<file path="config.mk">
export PLATFORM = sky130hd
export DESIGN_NAME = rtc_alarm_matcher
export DESIGN_NICKNAME = d
export VERILOG_FILES = /design/src/rtl/rtc_alarm_pkg.sv /design/src/rtl/alarm_regs.sv /design/src/rtl/alarm_compare.sv /design/src/rtl/alarm_irq.sv /design/src/rtl/rtc_alarm_matcher.sv
export SDC_FILE = /design/constraint.sdc
export NUM_CORES = 1
export LEC_CHECK = 0
export ABC_AREA = 1
export BUFFER_PORTS_ARGS = -buffer_cell sky130_fd_sc_hd__buf_4
export CORE_UTILIZATION = 47
export CTS_BUF_LIST = sky130_fd_sc_hd__clkbuf_4
export DETAILED_ROUTE_END_ITERATION = 7
export PLACE_DENSITY_LB_ADDON = 0.1
export REMOVE_ABC_BUFFERS = 1
export SETUP_SLACK_MARGIN = 0.5
export SYNTH_ARGS = -nofsm -noshare
export SYNTH_HDL_FRONTEND = slang
export SYNTH_SLANG_ARGS = --single-unit
</file>
<file path="constraint.sdc">
create_clock -name clk -period 1.06 [get_ports clk]
set_input_delay 0.159 -clock clk [delete_from_list [all_inputs] [get_ports clk]]
set_output_delay 0.159 -clock clk [all_outputs]
set_load 0.02 [all_outputs]
</file>
<file path="src/rtl/rtc_alarm_pkg.sv">
package rtc_alarm_pkg;

  localparam int NFIELD = 5;  // month, date, hour, minute, second
  localparam int F_MON  = 0;
  localparam int F_DATE = 1;
  localparam int F_HOUR = 2;
  localparam int F_MIN  = 3;
  localparam int F_SEC  = 4;

  typedef logic [7:0] bcd_t;
  typedef logic [4:0] rpt_code_t;

  // Bits of each register byte that carry the BCD value.
  function automatic bcd_t field_mask(input int idx);
    case (idx)
      F_MON:            field_mask = 8'h1F;
      F_DATE, F_HOUR:   field_mask = 8'h3F;
      default:          field_mask = 8'h7F;
    endcase
  endfunction

  // Repeat code to per-field ignore vector (bit i = field i ignored).
  // Undefined codes ignore every field: alarm each second.
  function automatic logic [NFIELD-1:0] ignore_of(input rpt_code_t code);
    case (code)
      5'b00000: ignore_of = 5'b00000;
      5'b10000: ignore_of = 5'b00001;
      5'b11000: ignore_of = 5'b00011;
      5'b11100: ignore_of = 5'b00111;
      5'b11110: ignore_of = 5'b01111;
      default:  ignore_of = 5'b11111;
    endcase
  endfunction

endpackage

</file>
<file path="src/rtl/alarm_regs.sv">
module alarm_regs
  import rtc_alarm_pkg::*;
#(
  parameter int ADDR_W    = 8,
  parameter int BASE_ADDR = 10
) (
  input  logic                         clk,
  input  logic                         rst,
  input  logic                         wr_en,
  input  logic [ADDR_W-1:0]            wr_addr,
  input  logic [7:0]                   wr_data,
  output logic [NFIELD-1:0][7:0]       alarm_val,
  output rpt_code_t                    rpt_code,
  output logic                         afe
);

  logic [NFIELD-1:0][7:0] reg_q;
  logic [NFIELD-1:0]      sel;

  for (genvar i = 0; i < NFIELD; i++) begin : g_field
    assign sel[i] = wr_en && (wr_addr == ADDR_W'(BASE_ADDR + i));

    always_ff @(posedge clk) begin
      if (rst)
        reg_q[i] <= '0;
      else if (sel[i])
        reg_q[i] <= wr_data;
    end

    assign alarm_val[i] = reg_q[i] & field_mask(i);
  end

  assign afe      = reg_q[F_MON][7];
  assign rpt_code = {reg_q[F_DATE][7], reg_q[F_DATE][6], reg_q[F_HOUR][7],
                     reg_q[F_MIN][7], reg_q[F_SEC][7]};

endmodule

</file>
<file path="src/rtl/alarm_compare.sv">
module alarm_compare
  import rtc_alarm_pkg::*;
(
  input  logic [NFIELD-1:0][7:0] now_val,
  input  logic [NFIELD-1:0][7:0] alarm_val,
  input  rpt_code_t              rpt_code,
  output logic                   match
);

  logic [NFIELD-1:0] ignore;
  logic [NFIELD-1:0] hit;

  assign ignore = ignore_of(rpt_code);

  for (genvar i = 0; i < NFIELD; i++) begin : g_cmp
    assign hit[i] = ignore[i] ||
                    (((now_val[i] ^ alarm_val[i]) & field_mask(i)) == 8'h00);
  end

  assign match = &hit;

endmodule

</file>
<file path="src/rtl/alarm_irq.sv">
module alarm_irq (
  input  logic clk,
  input  logic rst,
  input  logic sec_tick,
  input  logic match,
  input  logic flag_rd,
  input  logic afe,
  input  logic ptr_on_flag,
  output logic alarm_flag,
  output logic irq_n
);

  always_ff @(posedge clk) begin
    if (rst)
      alarm_flag <= 1'b0;
    else if (sec_tick && match)
      alarm_flag <= 1'b1;
    else if (flag_rd)
      alarm_flag <= 1'b0;
  end

  always_ff @(posedge clk) begin
    if (rst)
      irq_n <= 1'b1;
    else
      irq_n <= !(alarm_flag && afe && !ptr_on_flag);
  end

endmodule

</file>
<file path="src/rtl/rtc_alarm_matcher.sv">
module rtc_alarm_matcher
  import rtc_alarm_pkg::*;
#(
  parameter int ADDR_W    = 8,
  parameter int BASE_ADDR = 10,
  parameter int FLAG_ADDR = 15
) (
  input  logic              clk,
  input  logic              rst,
  input  logic              sec_tick,
  input  logic [7:0]        cur_mon,
  input  logic [7:0]        cur_date,
  input  logic [7:0]        cur_hour,
  input  logic [7:0]        cur_min,
  input  logic [7:0]        cur_sec,
  input  logic              wr_en,
  input  logic [ADDR_W-1:0] wr_addr,
  input  logic [7:0]        wr_data,
  input  logic              flag_rd,
  input  logic [ADDR_W-1:0] bus_ptr,
  output logic              alarm_flag,
  output logic              irq_n,
  output logic              alarm_en
);

  logic [NFIELD-1:0][7:0] now_val;
  logic [NFIELD-1:0][7:0] alarm_val;
  rpt_code_t              rpt_code;
  logic                   afe;
  logic                   match;
  logic                   ptr_on_flag;

  assign now_val[F_MON]  = cur_mon;
  assign now_val[F_DATE] = cur_date;
  assign now_val[F_HOUR] = cur_hour;
  assign now_val[F_MIN]  = cur_min;
  assign now_val[F_SEC]  = cur_sec;

  assign ptr_on_flag = (bus_ptr == ADDR_W'(FLAG_ADDR));
  assign alarm_en    = afe;

  alarm_regs #(
    .ADDR_W    (ADDR_W),
    .BASE_ADDR (BASE_ADDR)
  ) u_regs (
    .clk       (clk),
    .rst       (rst),
    .wr_en     (wr_en),
    .wr_addr   (wr_addr),
    .wr_data   (wr_data),
    .alarm_val (alarm_val),
    .rpt_code  (rpt_code),
    .afe       (afe)
  );

  alarm_compare u_cmp (
    .now_val   (now_val),
    .alarm_val (alarm_val),
    .rpt_code  (rpt_code),
    .match     (match)
  );

  alarm_irq u_irq (
    .clk         (clk),
    .rst         (rst),
    .sec_tick    (sec_tick),
    .match       (match),
    .flag_rd     (flag_rd),
    .afe         (afe),
    .ptr_on_flag (ptr_on_flag),
    .alarm_flag  (alarm_flag),
    .irq_n       (irq_n)
  );

endmodule

</file>
==> impl_results.html <==
<table>
<tr><th>Metric</th><th>Value</th></tr>
<tr><th colspan="2">STA</th></tr>
<tr><td>Final Hold Fails</td><td>0</td></tr>
<tr><td>Unrepaired setup endpoints after global routing</td><td>yes</td></tr>
<tr><td>FMAX</td><td>about 800 MHz</td></tr>
<tr><td>Max-slew violations</td><td>0</td></tr>
<tr><td>Shortest period the worst path allows</td><td>between 1 and 1.5 ns</td></tr>
<tr><td>Setup violation total in the final timing report</td><td>2</td></tr>
<tr><td>Ratio of final minimum period to clock period</td><td>1.19</td></tr>
<tr><td>Summed negative setup slack over all endpoints</td><td>-0.199 ns</td></tr>
<tr><td>Slew headroom</td><td>0.795</td></tr>
<tr><td>Actual slew at the worst max-slew pin</td><td>approximately 0.31 ns</td></tr>
<tr><td>Final worst slack</td><td>-0.197 ns</td></tr>
<tr><td>Tightest hold margin</td><td>0.0204 ns</td></tr>
<tr><td>Skew final</td><td>0.00545 ns</td></tr>
<tr><th colspan="2">Route</th></tr>
<tr><td>Post-detailed-route via-to-cell ratio</td><td>5.01</td></tr>
<tr><td>Total Wirelength</td><td>about 6.2 mm</td></tr>
<tr><td>Drc violations</td><td>0</td></tr>
<tr><td>Total vias in the final route</td><td>between 2000 and 2500</td></tr>
<tr><td>DRC violation total after the first TritonRoute iteration</td><td>95</td></tr>
<tr><td>Average wire per standard cell</td><td>approximately 13 um</td></tr>
<tr><td>Remaining antenna violation count after routing</td><td>0</td></tr>
<tr><td>First drt pass iteration count</td><td>4</td></tr>
<tr><th colspan="2">GRT</th></tr>
<tr><td>Overall routing resource usage</td><td>0.252</td></tr>
<tr><td>Global-route wire length before repair</td><td>8.51 mm</td></tr>
<tr><td>Largest net degree at the start of global routing</td><td>41</td></tr>
<tr><td>Sum of overflow across all layers after global routing</td><td>0</td></tr>
<tr><td>Number of global-route vias before repair</td><td>approximately 2000</td></tr>
<tr><td>Initial antenna violation count</td><td>0</td></tr>
<tr><th colspan="2">Placed design</th></tr>
<tr><td>Area post-placement</td><td>~2800 um^2</td></tr>
<tr><td>Total placed cells including tap cells</td><td>between 400 and 500</td></tr>
<tr><td>Number of input and output port buffers inserted</td><td>62</td></tr>
<tr><td>Routability-driven placement congestion ratio</td><td>around 0.77</td></tr>
<tr><td>Final HPWL DP</td><td>3.59 mm</td></tr>
<tr><th colspan="2">Cells and area</th></tr>
<tr><td>Layout Area Growth over Synthesis</td><td>64.1%</td></tr>
<tr><td>Total Nets Final</td><td>approximately 480</td></tr>
<tr><td>Most common cell after layout, fill and taps aside</td><td>buf_4</td></tr>
<tr><td>Share of layout cells above drive strength 1</td><td>0.539</td></tr>
<tr><td>Commonest cells after routing, fill and taps aside</td><td>buf_4, nand2_1, nor2_1, inv_1, o21ai_2</td></tr>
<tr><td>Post-layout instance area</td><td>roughly 3400 um^2</td></tr>
<tr><td>Total inserted antenna cells</td><td>0</td></tr>
<tr><td>Number of standard cells in the layout, taps in and fillers out</td><td>between 400 and 500</td></tr>
<tr><th colspan="2">Setup path</th></tr>
<tr><td>CP max stage cell</td><td>dfxtp_2</td></tr>
<tr><td>Data required time of the worst path</td><td>1.39 ns</td></tr>
<tr><td>Crit. End Element</td><td>register</td></tr>
<tr><td>Most common cell type on the critical path</td><td>nand2_1</td></tr>
<tr><td>Crit Path Category</td><td>register to register</td></tr>
<tr><td>Cells along the critical path</td><td>xnor2_2, nand2_1, nor2_1, nand2_1, nand2_1, nand2_1, o21bai_1, nand2_1, nand2_1</td></tr>
<tr><td>Crit Path Max Fanout</td><td>2</td></tr>
<tr><td>Crit path buffers/inverters</td><td>0</td></tr>
<tr><td>Slowest stage delay, CP</td><td>0.40 ns</td></tr>
<tr><td>Startpoint type of the worst setup path</td><td>register</td></tr>
<tr><td>Category of cells accounting for the largest share of critical-path delay</td><td>simple AND/OR/NAND/NOR gates</td></tr>
<tr><td>Worst Path Arrival</td><td>around 1.6 ns</td></tr>
<tr><th colspan="2">Die</th></tr>
<tr><td>Core region area</td><td>slightly above 4000 um^2</td></tr>
<tr><td>Vertical die dimension</td><td>just under 70 um</td></tr>
<tr><td>Total Die Area</td><td>4670 um^2</td></tr>
<tr><td>Floorplan row count</td><td>23</td></tr>
<tr><td>Horizontal die dimension</td><td>68.3 um</td></tr>
<tr><td>Ports</td><td>around 70</td></tr>
<tr><td>Effective utilization at floorplan</td><td>0.503</td></tr>
<tr><th colspan="2">Synth</th></tr>
<tr><td>Distinct cell type count of the synthesized netlist</td><td>28</td></tr>
<tr><td>Post-Synthesis Cell Area</td><td>2070 um^2</td></tr>
<tr><td>Sequential fraction of the synthesis area</td><td>0.377</td></tr>
<tr><td>Synth warnings</td><td>0</td></tr>
<tr><td>Post-synthesis average cell area</td><td>roughly 6.8 um^2</td></tr>
<tr><td>Syn Inst Count</td><td>~310</td></tr>
<tr><td>Synthesized flop and latch total</td><td>39</td></tr>
<tr><th colspan="2">CTS</th></tr>
<tr><td>TritonCTS clock tree</td><td>done</td></tr>
<tr><td>Maximum clock path buffer count</td><td>2</td></tr>
<tr><td>Skew-Pair Late Insertion Delay</td><td>approximately 0.37 ns</td></tr>
<tr><td>Num CTS Buffers</td><td>5</td></tr>
<tr><td>Clock tree root driver cell</td><td>clkbuf_4</td></tr>
<tr><td>Hold_buf cts</td><td>0</td></tr>
<tr><td>CTS sink count</td><td>39</td></tr>
<tr><td>CTS clock-pin slew for the worst setup and hold paths</td><td>0.12 ns</td></tr>
<tr><td>Number of H-tree branching levels</td><td>2</td></tr>
<tr><th colspan="2">Outcome</th></tr>
<tr><td>Run status</td><td>finished, violations left</td></tr>
<tr><td>Failing checks</td><td>setup timing</td></tr>
<tr><th colspan="2">Min path</th></tr>
<tr><td>Type of the worst min-delay path</td><td>input pin to register</td></tr>
<tr><th colspan="2">Pwr</th></tr>
<tr><td>Total chip power</td><td>2.75 mW</td></tr>
<tr><td>Maximum vdd ir drop</td><td>0.000762 V</td></tr>
<tr><td>Standby leakage power</td><td>roughly 1.6 nW</td></tr>
<tr><td>Power per unit of standard cell area</td><td>roughly 800 nW/um^2</td></tr>
<tr><th colspan="2">Job</th></tr>
<tr><td>Number of max-capacitance violations reported</td><td>0</td></tr>
</table>
-- power by group --
group          switching, mW  total (mW)  internal [mW]  leakage [nW]
clock network          0.529       0.776          0.247        0.0347
logic                  0.244       0.500          0.256          1.21
registers            0.00248        1.47           1.47         0.322
total                  0.775        2.75           1.97          1.56
-- cell usage after synthesis --
| master | instances | area [um^2] |
|---|---|---|
| xnor2_1 | 7 | 61.3 |
| nor2_1 | 55 | 206 |
| nand3_1 | 5 | 25.0 |
| nor3_1 | 2 | 10.0 |
| nand2_2 | 1 | 6.26 |
| nor2_8 | 1 | 20.0 |
| buf_6 | 3 | 33.8 |
| o21ai_2 | 4 | 35.0 |
| nand2_4 | 1 | 11.3 |
| nor2_2 | 1 | 6.26 |
| o21ai_1 | 4 | 20.0 |
| inv_2 | 2 | 7.51 |
| buf_1 | 1 | 3.75 |
| o21ai_0 | 29 | 145 |
| nand3_4 | 1 | 17.5 |
| nand3_2 | 2 | 20.0 |
| o21bai_1 | 1 | 7.51 |
| a21oi_1 | 21 | 105 |
| nor2_4 | 2 | 22.5 |
| clkbuf_1 | 3 | 11.3 |
| dfxtp_1 | 39 | 781 |
| nand2_1 | 63 | 236 |
| xor2_1 | 8 | 70.1 |
| nand4_1 | 3 | 18.8 |
| nand3b_1 | 1 | 7.51 |
| inv_1 | 44 | 165 |
| a31oi_1 | 1 | 6.26 |
| o211ai_1 | 1 | 7.51 |
-- flip-flops by register name (all words and copies together), names as in the netlist --
register          count
u_regs.afe            1
u_regs.rpt_code       5
u_irq.alarm_flag      1
u_regs.alarm_val     31
u_irq.irq_n           1
-- through the flow --
| stage | utilization | setup WS (ns) |
|---|---|---|
| finish | 0.825 | -0.197 |
| global route | 0.825 | -0.372 |
| CTS | 0.753 | -0.134 |
| detailed placement | 0.677 | -0.212 |
| global placement | 0.677 | -0.183 |
| floorplan | - | 0.00983 |
-- tightest hold or removal path, delay by kind of cell --
| kind | cells | cell delay (ns) |
|---|---|---|
| buffers and inverters | 1 | 0.07 |
| and+or+nand+nor | 2 | 0.13 |
-- timing repair --
item                                    in CTS  in global routing
endpoints found under the setup margin      42                 42
gates resized for setup                     66                109
gates cloned                                 1                  1
pin swaps                                    7                 50
setup buffers                                5                  4
-- area by class of cell --
| type | count | area [um^2] |
|---|---|---|
| timing repair buffer | 101 | 872 |
| inverter | 46 | 190 |
| fill | 282 | 722 |
| clock inverter | 3 | 15.0 |
| sequential | 39 | 803 |
| tap | 50 | 62.6 |
| clock buffer | 5 | 37.5 |
| multi-input combinational | 216 | 1410 |
-- metal layers --
layer,share of wire,global-route usage,up-vias
li1,-,-,1170
met1,0.38,0.275,1048
met2,0.53,0.457,72
met3,0.058,0.0467,16
met4,0.024,0.128,0
met5,0,0,-
-- final timing paths --
path / cells past startpoint / from / slack, ns / to
worst max-delay path: 9 / u_regs.alarm_val[30] / -0.20 / u_irq.alarm_flag
worst min-delay path: 3 / flag_rd / 0.02 / u_irq.alarm_flag
worst max register to register: 9 / u_regs.alarm_val[30] / -0.20 / u_irq.alarm_flag
worst min register to register: 1 / u_irq.alarm_flag / 0.46 / u_irq.irq_n
-- kinds of logic after synthesis --
group           count (synthesis)  synth area share
buf+inv                        53             0.107
flops                          39             0.377
simple gates                  138             0.294
compound gates                 61             0.158
xor+xnor                       15            0.0635
(Power assumes the default switching activity.)
